<file path="src/rtl/mgmt_pkg.sv">
package mgmt_pkg;

    localparam int DATA_W  = 16;
    localparam int ADDR_W  = 5;
    localparam int SEL_W   = 3;

    localparam logic [ADDR_W-1:0] REG_TEST  = 5'd27;
    localparam logic [ADDR_W-1:0] REG_STAT  = 5'd28;
    localparam logic [ADDR_W-1:0] REG_XADDR = 5'd30;
    localparam logic [ADDR_W-1:0] REG_XDATA = 5'd31;

    localparam int BCAST_BIT = 15;
    localparam int SEL_LSB   = 12;
    localparam int SD_BIT    = 15;
    localparam int ENC_BIT   = 13;
    localparam int DEC_BIT   = 12;

    localparam logic [SEL_W-1:0] SEL_RESET = '1;

    typedef struct packed {
        logic sd;
        logic enc;
        logic dec;
    } lane_stat_t;

    typedef enum logic [2:0] {
        SRC_NONE,
        SRC_TEST,
        SRC_STAT,
        SRC_XADDR,
        SRC_XDATA
    } rd_src_e;

    function automatic rd_src_e decode_src(input logic [ADDR_W-1:0] a);
        case (a)
            REG_TEST:  return SRC_TEST;
            REG_STAT:  return SRC_STAT;
            REG_XADDR: return SRC_XADDR;
            REG_XDATA: return SRC_XDATA;
            default:   return SRC_NONE;
        endcase
    endfunction

    function automatic logic [DATA_W-1:0] pack_test(input logic [SEL_W-1:0] sel);
        logic [DATA_W-1:0] w;
        w = '0;
        w[SEL_LSB +: SEL_W] = sel;
        return w;
    endfunction

    function automatic logic [DATA_W-1:0] pack_status(input lane_stat_t s);
        logic [DATA_W-1:0] w;
        w = '0;
        w[SD_BIT]  = s.sd;
        w[ENC_BIT] = s.enc;
        w[DEC_BIT] = s.dec;
        return w;
    endfunction

endpackage

</file>
<file path="src/rtl/mgmt_test_ctrl.sv">
module mgmt_test_ctrl
    import mgmt_pkg::*;
#(
    parameter int NCH = 4,
    localparam int CHW = (NCH > 1) ? $clog2(NCH) : 1
) (
    input  logic                       clk,
    input  logic                       rst,
    input  logic                       we,
    input  logic [CHW-1:0]             chan,
    input  logic                       bcast,
    input  logic [SEL_W-1:0]           sel_in,
    output logic [NCH-1:0][SEL_W-1:0]  sel
);

    for (genvar i = 0; i < NCH; i++) begin : g_lane
        logic hit;
        assign hit = we && (bcast || (chan == CHW'(i)));
        always_ff @(posedge clk) begin
            if (rst) begin
                sel[i] <= SEL_RESET;
            end else if (hit) begin
                sel[i] <= sel_in;
            end
        end
    end

endmodule

</file>
<file path="src/rtl/mgmt_status_latch.sv">
module mgmt_status_latch
    import mgmt_pkg::*;
#(
    parameter int NCH = 4,
    localparam int CHW = (NCH > 1) ? $clog2(NCH) : 1
) (
    input  logic                    clk,
    input  logic                    rst,
    input  logic                    rd_stb,
    input  logic [CHW-1:0]          rd_chan,
    input  logic [NCH-1:0]          sd_in,
    input  logic [NCH-1:0]          enc_in,
    input  logic [NCH-1:0]          dec_in,
    output lane_stat_t [NCH-1:0]    held
);

    for (genvar i = 0; i < NCH; i++) begin : g_lane
        logic reload;
        assign reload = rd_stb && (rd_chan == CHW'(i));
        always_ff @(posedge clk) begin
            if (rst) begin
                held[i] <= '0;
            end else if (reload) begin
                held[i].sd  <= sd_in[i];
                held[i].enc <= enc_in[i];
                held[i].dec <= dec_in[i];
            end else begin
                held[i].sd  <= held[i].sd  & sd_in[i];
                held[i].enc <= held[i].enc | enc_in[i];
                held[i].dec <= held[i].dec | dec_in[i];
            end
        end
    end

endmodule

</file>
<file path="src/rtl/mgmt_ext_window.sv">
module mgmt_ext_window
    import mgmt_pkg::*;
#(
    parameter int IDX_W = 4,
    localparam int DEPTH = 1 << IDX_W
) (
    input  logic              clk,
    input  logic              rst,
    input  logic              addr_we,
    input  logic              data_we,
    input  logic [DATA_W-1:0] wdata,
    output logic [DATA_W-1:0] xaddr,
    output logic [DATA_W-1:0] xdata
);

    logic [DEPTH-1:0][DATA_W-1:0] words;
    logic [IDX_W-1:0]             idx;

    assign idx   = xaddr[IDX_W-1:0];
    assign xdata = words[idx];

    always_ff @(posedge clk) begin
        if (rst) begin
            xaddr <= '0;
        end else if (addr_we) begin
            xaddr <= wdata;
        end
    end

    for (genvar w = 0; w < DEPTH; w++) begin : g_word
        always_ff @(posedge clk) begin
            if (rst) begin
                words[w] <= '0;
            end else if (data_we && (idx == IDX_W'(w))) begin
                words[w] <= wdata;
            end
        end
    end

endmodule

</file>
<file path="src/rtl/mgmt_regfile.sv">
module mgmt_regfile
    import mgmt_pkg::*;
#(
    parameter int NCH   = 4,
    parameter int IDX_W = 4,
    localparam int CHW  = (NCH > 1) ? $clog2(NCH) : 1
) (
    input  logic                   clk,
    input  logic                   rst,
    input  logic [CHW-1:0]         acc_chan,
    input  logic [ADDR_W-1:0]      acc_addr,
    input  logic [DATA_W-1:0]      acc_wdata,
    input  logic                   acc_wr,
    input  logic                   acc_rd,
    output logic [DATA_W-1:0]      rd_data,
    input  logic [NCH-1:0]         sig_det_in,
    input  logic [NCH-1:0]         enc_err_in,
    input  logic [NCH-1:0]         dec_err_in,
    output logic [NCH*SEL_W-1:0]   test_sel
);

    rd_src_e                    src;
    logic [NCH-1:0][SEL_W-1:0]  sel_q;
    lane_stat_t [NCH-1:0]       stat_q;
    logic [DATA_W-1:0]          xaddr_q;
    logic [DATA_W-1:0]          xdata_q;
    logic [DATA_W-1:0]          rd_mux;

    assign src      = decode_src(acc_addr);
    assign test_sel = sel_q;

    mgmt_test_ctrl #(.NCH(NCH)) u_test (
        .clk    (clk),
        .rst    (rst),
        .we     (acc_wr && (src == SRC_TEST)),
        .chan   (acc_chan),
        .bcast  (acc_wdata[BCAST_BIT]),
        .sel_in (acc_wdata[SEL_LSB +: SEL_W]),
        .sel    (sel_q)
    );

    mgmt_status_latch #(.NCH(NCH)) u_stat (
        .clk     (clk),
        .rst     (rst),
        .rd_stb  (acc_rd && (src == SRC_STAT)),
        .rd_chan (acc_chan),
        .sd_in   (sig_det_in),
        .enc_in  (enc_err_in),
        .dec_in  (dec_err_in),
        .held    (stat_q)
    );

    mgmt_ext_window #(.IDX_W(IDX_W)) u_ext (
        .clk     (clk),
        .rst     (rst),
        .addr_we (acc_wr && (src == SRC_XADDR)),
        .data_we (acc_wr && (src == SRC_XDATA)),
        .wdata   (acc_wdata),
        .xaddr   (xaddr_q),
        .xdata   (xdata_q)
    );

    always_comb begin
        case (src)
            SRC_TEST:  rd_mux = pack_test(sel_q[acc_chan]);
            SRC_STAT:  rd_mux = pack_status(stat_q[acc_chan]);
            SRC_XADDR: rd_mux = xaddr_q;
            SRC_XDATA: rd_mux = xdata_q;
            default:   rd_mux = '0;
        endcase
    end

    always_ff @(posedge clk) begin
        if (rst) begin
            rd_data <= '0;
        end else if (acc_rd) begin
            rd_data <= rd_mux;
        end
    end

endmodule

</file>
<file path="config.mk">
export PLATFORM = sky130hd
export DESIGN_NAME = mgmt_regfile
export DESIGN_NICKNAME = d
export VERILOG_FILES = /design/src/rtl/mgmt_pkg.sv /design/src/rtl/mgmt_test_ctrl.sv /design/src/rtl/mgmt_status_latch.sv /design/src/rtl/mgmt_ext_window.sv /design/src/rtl/mgmt_regfile.sv
export SDC_FILE = /design/constraint.sdc
export NUM_CORES = 1
export LEC_CHECK = 0
export BUFFER_PORTS_ARGS = -buffer_cell sky130_fd_sc_hd__buf_2
export CAP_MARGIN = 25
export CORE_UTILIZATION = 38
export DETAILED_ROUTE_END_ITERATION = 8
export PLACE_DENSITY = 0.54
export SETUP_SLACK_MARGIN = 0.5
export SKIP_LAST_GASP = 1
export SLEW_MARGIN = 20
export SYNTH_ARGS = -nofsm -noshare
export SYNTH_HDL_FRONTEND = slang
export SYNTH_HIERARCHICAL = 1
export SYNTH_SLANG_ARGS = --single-unit
</file>
<file path="constraint.sdc">
create_clock -name clk -period 2.5 [get_ports clk]
set_input_delay 0.125 -clock clk [delete_from_list [all_inputs] [get_ports clk]]
set_output_delay 0.125 -clock clk [all_outputs]
set_load 0.02 [all_outputs]
</file>
== After elaboration in Yosys (flattened, before gate mapping) ==
Cells that the tools add are included.

* Order comparisons: 2
* Equality and inequality tests: 26
* Muxes and demuxes: 12
* Bitwise gates (word level): 12
* Reduce and logical (&&, ||, !) cells: 34

{| class="wikitable"
|+ Operators by type and width
! kind !! number
|-
| binary-select mux 16 bit (select 4 bit) || 1
|-
| one-hot mux 16 bit (4 select lines) || 1
|-
| equality test 4 bit (second input constant) || 8
|-
| logical AND 1 bit || 28
|-
| equality test 5 bit (second input constant) || 4
|-
| two-way mux 3 bit || 6
|-
| equality test 4 x 3 -> 1 bit (second input constant) || 4
|-
| two-way mux 16 bit || 1
|-
| binary-select mux 3 bit (select 2 bit) || 2
|-
| one-hot mux 3 bit (4 select lines) || 1
|-
| equality test 4 x 2 -> 1 bit (second input constant) || 2
|-
| OR 1 bit || 8
|-
| equality test 3 x 2 -> 1 bit (second input constant) || 2
|-
| < comparator 4 x 5 -> 1 bit (second input constant) || 1
|-
| AND 1 bit || 4
|-
| equality test 2 bit (second input constant) || 2
|-
| equality test 4 x 1 -> 1 bit (second input constant) || 1
|-
| zero test 4 bit || 1
|-
| logical OR 1 bit || 4
|-
| equality test 3 x 1 -> 1 bit (second input constant) || 1
|-
| equality test 3 bit (second input constant) || 1
|-
| < comparator 2 x 3 -> 1 bit (second input constant) || 1
|-
| equality test 2 x 1 -> 1 bit (second input constant) || 1
|-
| zero test 2 bit || 1
|}

* Bits in registers: 312
* Output and inout bits: 28
* Logic and storage cells: 120

== Depth between registers and ports, before layout ==
Gate-level depths: netlist (run 1).

* Depth after elaboration: 6
* Depth in mapped cells: 11
* Depth with buffers taken out: 6

== By module ==
The synthesis (run 1) kept the hierarchy.

{| class="wikitable"
|+ Modules (own cells, without submodules)
! module !! instances !! cells each !! area an instance (um^2) !! seq. area each (um^2)
|-
| mgmt_ext_window || 1 || 1,401 || 12,276.8 || 5,445.2
|-
| mgmt_regfile || 1 || 100 || 945.9 || 320.3
|-
| mgmt_test_ctrl || 1 || 48 || 478.0 || 240.2
|-
| mgmt_status_latch || 1 || 42 || 455.4 || 240.2
|}

== Worst setup path after synthesis (run 1) ==
OpenSTA, ideal clock, no wires.

* Path kind: in2reg
* Start point: in acc_addr[4]
* End point: reg u_ext/words[10] in the netlist's numbering
* Library setup time: 0.132 ns
* Arrival time: 1.940 ns
* Required time: 2.368 ns
* Slack: 0.427 ns
* Cell stages on the path: 11
* Path buffers: 5
* Path through: and2_1 and4_1 clkbuf_2 buf_2 and2_1 buf_2 or3b_1 buf_2 clkbuf_1 o21ai_0 a21oi_1

* Longest elaborated chain between the ends: 5
* Elaborated cells on any way between the ends: 8
* Those cells by class: 5 x eq/ne; 1 x mux; 2 x reduce/logical

{| class="wikitable"
|+ RTL lines
! what !! RTL line !! RTL
|-
| from (decl) || mgmt_regfile.sv:11 || <nowiki>input logic [ADDR_W-1:0] acc_addr,</nowiki>
|-
| equality test 5 bit || mgmt_pkg.sv:35 || <nowiki>case (a)</nowiki>
|-
| one-hot mux 3 bit (4 select lines) * || mgmt_pkg.sv:35 ||
|-
| equality test 3 bit * || mgmt_regfile.sv:57 || <nowiki>.data_we (acc_wr && (src == SRC_XDATA)),</nowiki>
|-
| logical AND 1 bit * || mgmt_regfile.sv:57 ||
|-
| logical AND 1 bit * || mgmt_ext_window.sv:34 || <nowiki>end else if (data_we && (idx == IDX_W'(w))) begin</nowiki>
|-
| to (signal, indexed assignment) || mgmt_ext_window.sv:35 || <nowiki>words[w] <= wdata;</nowiki>
|-
| to (decl) || mgmt_ext_window.sv:16 || <nowiki>logic [DEPTH-1:0][DATA_W-1:0] words;</nowiki>
|}

Every way passes the cells marked *; elsewhere a longest branch is shown, timed or not.
A chain may end at the register's enable or synchronous reset.

== Worst setup path after layout (run 1) ==
* Start point: reg u_ext.xaddr[0]
* End point: reg rd_data[14]

* Longest elaborated chain between the ends: 3

{| class="wikitable"
|+ RTL lines
! what !! RTL line !! RTL
|-
| from (decl) || mgmt_ext_window.sv:12 || <nowiki>output logic [DATA_W-1:0] xaddr,</nowiki>
|-
| from (signal assigned) || mgmt_ext_window.sv:26 || <nowiki>xaddr <= wdata;</nowiki>
|-
| binary-select mux 16 bit (select 4 bit) || mgmt_ext_window.sv:20 || <nowiki>assign xdata = words[idx];</nowiki>
|-
| two-way mux 16 bit (implied by the code) || mgmt_ext_window.sv:20 ||
|-
| net xdata_q[14] || mgmt_regfile.sv:26 || <nowiki>logic [DATA_W-1:0] xdata_q;</nowiki>
|-
| one-hot mux 16 bit (4 select lines) || mgmt_regfile.sv:64 || <nowiki>case (src)</nowiki>
|-
| to (signal assigned) || mgmt_regfile.sv:77 || <nowiki>rd_data <= rd_mux;</nowiki>
|-
| to (decl) || mgmt_regfile.sv:15 || <nowiki>output logic [DATA_W-1:0] rd_data,</nowiki>
|}

The timed path passes the listed nets, and every way through them passes these cells. The select of a mux whose other input is x is not followed.

==> results.toml, run 1 <==
[synth]
ys.flop_type = "dfxtp_1"
synth-compound-area-share_pct = 22.5
synth_top_cell_by_area = "dfxtp_1"
seq_area_frac_synth_pct = 44.1
syn-num-nets = 1630
ys_async_sr_fraction_pct = 0
synthesis.area_sq_um = 14200
synth_area_leaders = "dfxtp_1, mux4_2, a21oi_1"
synth_edf_count = 0
avgSynthCellArea_sq_um = 8.90
synth_fa_ha_area_share_pct = 0
synth_top_family_by_area = "compound AO/OA/AOI/OAI gates"
yosys_warnings = 6
synthMuxAreaShare_pct = 13.3
synthDistinctLibCells = 46
synthCells = 1591
synth-seq-cells = 312
synthSimpleGateAreaFrac_pct = 13.3
synth_top_area_share_pct = 44.1
synth_xor_xnor_area_share_pct = 0

[sta]
drv_slew = 0
holdWs_ps = 11.6
worstMarginPinSlew_ps = 1020
post-route-min-period_ps = 2010
rsz0062_at_grt = "true"
clock.fmax_ghz = 0.498
finalCritPeriodShare_pct = 80.3
setup_viol = 0
final_hold_viol_count = 0
fin_ws_ps = 492
slew_headroom_pct = 31.9
tns_ps = 0
final.setup_skew_ps = 16.3

[cts]
cts.sinks = 312
clkLatencyLatePin_ps = 520
cts.path.max_buffers = 3
cts_buffers = 35
htreeDepth = 2
cts_tree = "yes"
root_buffer = "clkbuf_16"
clk_transition_reported_paths_ps = 60

[detailed_routing]
wl_mm = 46.2
vias = 12600
viasPerCell = 6.08
first_pass_iters = 5
avgRoutedWirePerCell_um = 22.2
ant_nets = 0
drcViolationCount = 0
drt_iter0_markers = 1158

[final_layout]
n_antenna_cell = 0
multi_input_area_sq_um = 7050
fin_nets = 1626
seq_area_sq_um = 6250
drive_above_1_share_pct = 19.1
fillCellCount = 3537
syn_to_final_growth_pct = 16.2

[floorplan]
die_y_um = 195
io_pins = 67
core_area_sq_um = 36600
die_w_um = 195
rows = 70
initial_core_util_pct = 38.7
die-area_sq_um = 38000

[pwr]
peakVddDrop_mv = 0.359
powerDensity_nw_per_um2 = 638
finalPower_mw = 10.5
p_leak_nw = 5.39

[job]
cap_violations = 0

[global_route]
grt_first_pass_wirelength_mm = 71.8
grtUsageTotal_pct = 23.8
grt_max_degree = 171
grt_overflow = 0
grt_pass1_vias = 12100
antenna_found_initial = 0

[worst_setup_path]
r2r_start = "u_ext/xaddr[0]$_SDFFE_PP0P_"
r2r_end = "rd_data[14]$_SDFFE_PP0P_"
required_ps = 2880
r2r_cells = 7
cp_max_fo = 7
arrival_ps = 2390
path_class = "flip-flop to flip-flop"
cp-start-kind = "flip-flop"
cp-end-kind = "flip-flop"
r2r_slack_ps = 490

[outcome]
outcome = "completed"

[placed_design]
dp_hpwl_mm = 25.0
post-place-ws_ps = 314
portBuffers = 66
gp_congestion = 0.796

[worst_hold_path]
holdPathEnd = "rd_data[15]$_SDFFE_PP0P_"
hold_path.class = "input pin to flip-flop"
hold_start = "acc_rd"
min_path_cells = 4
layout by cell type (no fill, tap or decap), types with 26 or more instances in the layout:
cell | netlist | final
mux2i_1 | 28 | 28
o21ai_0 | 259 | 259
buf_2 | 70 | 65
nand3_1 | 259 | 258
nor2_1 | 37 | 36
mux4_2 | 66 | 66
buf_4 | 13 | 53
nand2_1 | 30 | 26
dfxtp_1 | 312 | 310
clkbuf_16 | 0 | 36
a21oi_1 | 261 | 260
a22oi_1 | 44 | 38
worst max path at each step:
stage / start / to / cells past startpoint
5_1_grt: u_ext/xaddr[0]$_SDFFE_PP0P_ / rd_data[8]$_SDFFE_PP0P_ / 7
3_3_place_gp: u_ext/xaddr[3]$_SDFFE_PP0P_ / rd_data[14]$_SDFFE_PP0P_ / 7
4_1_cts: u_ext/xaddr[0]$_SDFFE_PP0P_ / rd_data[14]$_SDFFE_PP0P_ / 7
6_report: u_ext/xaddr[0]$_SDFFE_PP0P_ / rd_data[14]$_SDFFE_PP0P_ / 7
2_1_floorplan: acc_addr[4] / u_ext/words[10]$_SDFFE_PP0P_ / 11
3_5_place_dp: u_ext/xaddr[3]$_SDFFE_PP0P_ / rd_data[14]$_SDFFE_PP0P_ / 7
cells by family (layout without fill, tap and decap cells):
kind of cell	after synthesis	after routing
flops	312	312
compound gates	597	597
simple gates	374	374
buf+inv	209	227
mux	99	99
cell usage after synthesis, types with 2 or more instances:
cell	number
mux4_2	66
and3_1	2
o211a_1	2
nand2_1	30
nor3b_1	3
clkbuf_1	114
buf_1	4
buf_2	70
o21ai_2	3
o21ai_1	11
nand2b_1	10
a21oi_1	261
nor2b_1	12
o2bb2ai_1	4
and2_1	5
a32oi_1	2
o21ai_0	259
a22oi_1	44
mux4_1	4
buf_6	4
nor2_1	37
dfxtp_1	312
mux2i_1	28
nand3_1	259
a22o_1	4
inv_1	2
a211oi_1	3
and3b_1	2
buf_4	13
nand3b_1	4
a221oi_2	2
metal layers:
metal	share of wire, %	track usage [%]	up-vias
li1	-	-	5809
met1	44	32.4	6330
met2	48	40.0	445
met3	6.4	3.18	54
met4	1.6	5.37	0
met5	0	0	-
worst max-delay path, stage by stage (launching register included):
cell,delay (ps)
dfxtp_4,440
buf_12,160
mux4_2,490
a22oi_1,180
nand2_1,100
mux2_2,290
a21oi_2,130
a211oi_1,80
state kept, by name (all words and copies together), names as in the netlist:
name / flops
u_ext/words: 256
rd_data: 16
u_ext/xaddr: 16
u_stat/held: 12
u_test/sel: 12
metrics by stage:
step,area [sq um],util [%],cells
floorplan,14200,-,1591
global placement,14800,40.5,1978
detailed placement,14800,40.5,1978
CTS,16300,44.4,2062
global route,16400,44.9,2077
finish,16400,44.9,2077
power breakdown:
group | total [mW] | internal (mW) | switching (mW)
clock network | 5.10 | 3.04 | 2.06
registers | 5.00 | 4.99 | 0.00967
logic | 0.389 | 0.115 | 0.274
total | 10.5 | 8.14 | 2.35
what timing repair did:
item | CTS | global route
gates cloned | 0 | 1
hold buffers | 18 | 1
buffers inserted | 7 | 13
setup endpoints to repair | 14 | 21
pin swaps | 0 | 7
hold endpoints to repair | 25 | 5
gates resized for setup | 12 | 14
final cells by class:
type	instances	share of cell area [%]
clock buffer	49	6.19
clock inverter	10	0.647
inverter	3	0.0685
multi-input combinational	1070	42.9
sequential	312	38.0
tap	468	3.56
timing repair buffer	165	8.64
No activity file was read; power rests on OpenSTA's default activity.
==> run 2, diff against run 1 <==
--- a/config.mk
+++ b/config.mk
@@ -5,6 +5,7 @@
 export SDC_FILE = /design/constraint.sdc
 export NUM_CORES = 1
 export LEC_CHECK = 0
+export ABC_AREA = 1
 export BUFFER_PORTS_ARGS = -buffer_cell sky130_fd_sc_hd__buf_2
 export CAP_MARGIN = 25
 export CORE_UTILIZATION = 38
==> constraint.sdc (replaced) <==
create_clock -name clk -period 1.9 [get_ports clk]
set_input_delay 0.095 -clock clk [delete_from_list [all_inputs] [get_ports clk]]
set_output_delay 0.095 -clock clk [all_outputs]
set_load 0.02 [all_outputs]
==> run 2 against run 1 <==
Total power rose by 38%. Non-clock buffer count grew 19. Register-to-register slack lost 440 ps. Sequential share of layout area shrank 3.4 points. Fmax increased by 8.5%. Combinational power grew 73%. Area after synthesis increased by 3.5%. Core utilization grew 2.8 points. Final cell count is 41% higher. First-iteration DRC count up 20%. Clock skew rose by 1.5 ps. Sequential power is 32% higher. Critical endpoint is now rd_data[8]$_SDFFE_PP0P_. Largest cell class unchanged. Highest routed layer unchanged.
==> results.toml, run 2 <==
[synth]
avgSynthCellArea_sq_um = 6.30
seq_area_frac_synth_pct = 42.6
synth_top_area_share_pct = 42.6
synth_common_cells = "nand2_1, dfxtp_1, a21oi_1"
synth_fa_ha_area_share_pct = 0
synth_edf_count = 0
synthSimpleGateAreaFrac_pct = 39.4
synth_area_leaders = "dfxtp_1, nand2_1, a21oi_1"
synth-compound-area-share_pct = 10.4
ys_async_sr_fraction_pct = 0
synth_top_cell_by_area = "dfxtp_1"
yosys_warnings = 6
synthDistinctLibCells = 25
synth_top_family_by_area = "simple AND/OR/NAND/NOR gates"
synth_most_common_cell = "nand2_1"
syn-num-nets = 2366
synthMuxAreaShare_pct = 0
synth-seq-cells = 312
synthCells = 2327
ys.flop_type = "dfxtp_1"
synth_xor_xnor_area_share_pct = 0
synthesis.area_sq_um = 14700

[worst_setup_path]
r2r_cells = 14
r2r_slack_ps = 50
cp-end-kind = "flip-flop"
required_ps = 2320
arrival_ps = 2270
cp_max_fo = 8
path_class = "flip-flop to flip-flop"
cp-start-kind = "flip-flop"

[global_route]
grt_max_degree = 91
grtUsageTotal_pct = 25.8
grt_pass1_vias = 13600
grt_first_pass_wirelength_mm = 77.8
antenna_found_initial = 0
grt_overflow = 0

[floorplan]
die_w_um = 198
initial_core_util_pct = 38.7
die-area_sq_um = 39300
die_y_um = 198
rows = 71
core_area_sq_um = 37800
io_pins = 67

[sta]
clock.fmax_ghz = 0.541
tns_ps = 0
setup_viol = 0
slew_headroom_pct = 49.9
rsz0062_at_grt = "true"
finalCritPeriodShare_pct = 97.4
drv_slew = 0
final_hold_viol_count = 0
final.setup_skew_ps = 17.7
post-route-min-period_ps = 1850
worstMarginPinSlew_ps = 752

[pwr]
powerDensity_nw_per_um2 = 799
switching_share_pct = 23.5
peakVddDrop_mv = 0.658
internal-power_mw = 11.0
p_leak_nw = 7.47
clkPwrFrac_pct = 49.8
seqPwrFrac_pct = 45.6
p_comb_share_pct = 4.7
p_sw_mw = 3.39

[placed_design]
numPlacedInstances = 2805
portBuffers = 66
dp_hpwl_mm = 30.9
gp_congestion = 0.863

[final_layout]
top_regs = "u_ext/words x256, rd_data x16, u_ext/xaddr x16"
n_antenna_cell = 0
finalNonFillerCells = 2925
drive_above_1_share_pct = 15.4
fin_nets = 2428
layout_commonest_cell = "nand2_1"
regMostFlops = "u_ext/words"
layout_common_cells = "nand2_1, dfxtp_1, a21oi_1"
largest_reg_flops = 256
seq_area_sq_um = 6250
syn_to_final_growth_pct = 23.3
fillCellCount = 3948
multi_input_area_sq_um = 7600

[detailed_routing]
avgRoutedWirePerCell_um = 17.9
wl_mm = 52.4
first_pass_iters = 6
drcViolationCount = 0
vias = 15000
drt_iter0_markers = 1387
ant_nets = 0
viasPerCell = 5.14

[cts]
cts.path.max_buffers = 3
htreeDepth = 2
cts_buffers = 37
root_buffer = "clkbuf_16"
cts_tree = "yes"
clkLatencyLatePin_ps = 550
cts.sinks = 312
clk_transition_reported_paths_ps = 60

[outcome]
outcome = "completed"

[worst_hold_path]
min_path_cells = 5
hold_path.class = "input pin to flip-flop"

[job]
cap_violations = 0
## run 2: cell count changes after synthesis, moves of 44 or more
cell | before | now
mux4_2 | 66 | 0
inv_1 | 2 | 69
nand3_1 | 259 | 92
a22oi_1 | 44 | 0
o21ai_0 | 259 | 2
nand2_1 | 30 | 1312
## run 2: worst max-delay path, cell delays in order, from the launching register on
cell and delay [ps]:
dfxtp_4 490, inv_6 120, clkbuf_16 190, nand2_1 60
nand2_1 50, nand2_1 70, nand2_1 50, nand2_1 110
nand2_1 80, inv_1 140, nand2_2 110, nand2_1 80
nand2_1 50, nand2_1 60, a21oi_1 60
## run 2: power groups by stage
stage | sequential, mW | combinational [mW] | clock [mW]
floorplan | 6.72 | 0.335 | 0
global placement | 6.72 | 0.593 | 0
detailed placement | 6.72 | 0.593 | 0
CTS | 6.57 | 0.640 | 7.33
global route | 6.58 | 0.715 | 7.56
finish | 6.58 | 0.673 | 7.18
## run 2: area by class of cell
type                            count  share of cell area (%)
Sequential cell                   312                    34.6
Clock buffer                       54                    5.93
Timing Repair Buffer              184                    10.8
Clock inverter                     10                   0.713
Timing Repair inverter              2                  0.0970
Tap cell                          511                    3.54
Multi-Input combinational cell   1758                    42.1
Inverter                           94                    2.24
## run 2: repair_timing
action,in CTS,in global routing
pin swaps,5,37
buffers inserted,11,12
hold buffers,15,0
hold endpoints to repair,51,0
endpoints found under the setup margin,272,272
gates cloned,6,12
gates resized for setup,30,113
## run 2: metal layers
layer	routed length (um)	vias up	share of wire [%]	GRT usage, %
met1	23400	7036	45	35.5
met2	24200	574	46	42.3
met3	3560	92	6.8	3.47
met4	1260	0	2.4	6.78
met5	0	-	0	0
li1	-	7343	-	-
## run 2: kinds of logic after synthesis
logic type             after synthesis
AOI/OAI and AO/OA                  303
buffers and inverters              257
DFF                                312
and+or+nand+nor                   1455
## run 2: path summary, 6_finish.rpt
check | from | to
setup / recovery | u_ext/xaddr[0]$_SDFFE_PP0P_ | rd_data[8]$_SDFFE_PP0P_
hold / removal | acc_chan[0] | u_test/sel[4]$_SDFFE_PP1P_
setup reg to reg | u_ext/xaddr[0]$_SDFFE_PP0P_ | rd_data[8]$_SDFFE_PP0P_
hold reg to reg | u_stat/held[2]$_SDFF_PP0_ | u_stat/held[2]$_SDFF_PP0_
## run 2: stage by stage
step           total power, mW  hold slack, ps  setup slack [ps]  cell area [sq um]  utilization [%]
2_1_floorplan             7.06             212               398              14900                -
3_3_place_gp              7.31             302              26.1              15600             41.3
3_5_place_dp              7.31             311             -4.07              15600             41.3
4_1_cts                   14.5            23.0              63.9              17400             45.9
5_1_grt                   14.9            72.4             -71.7              18100             47.7
6_report                  14.4            51.5              49.9              18100             47.7
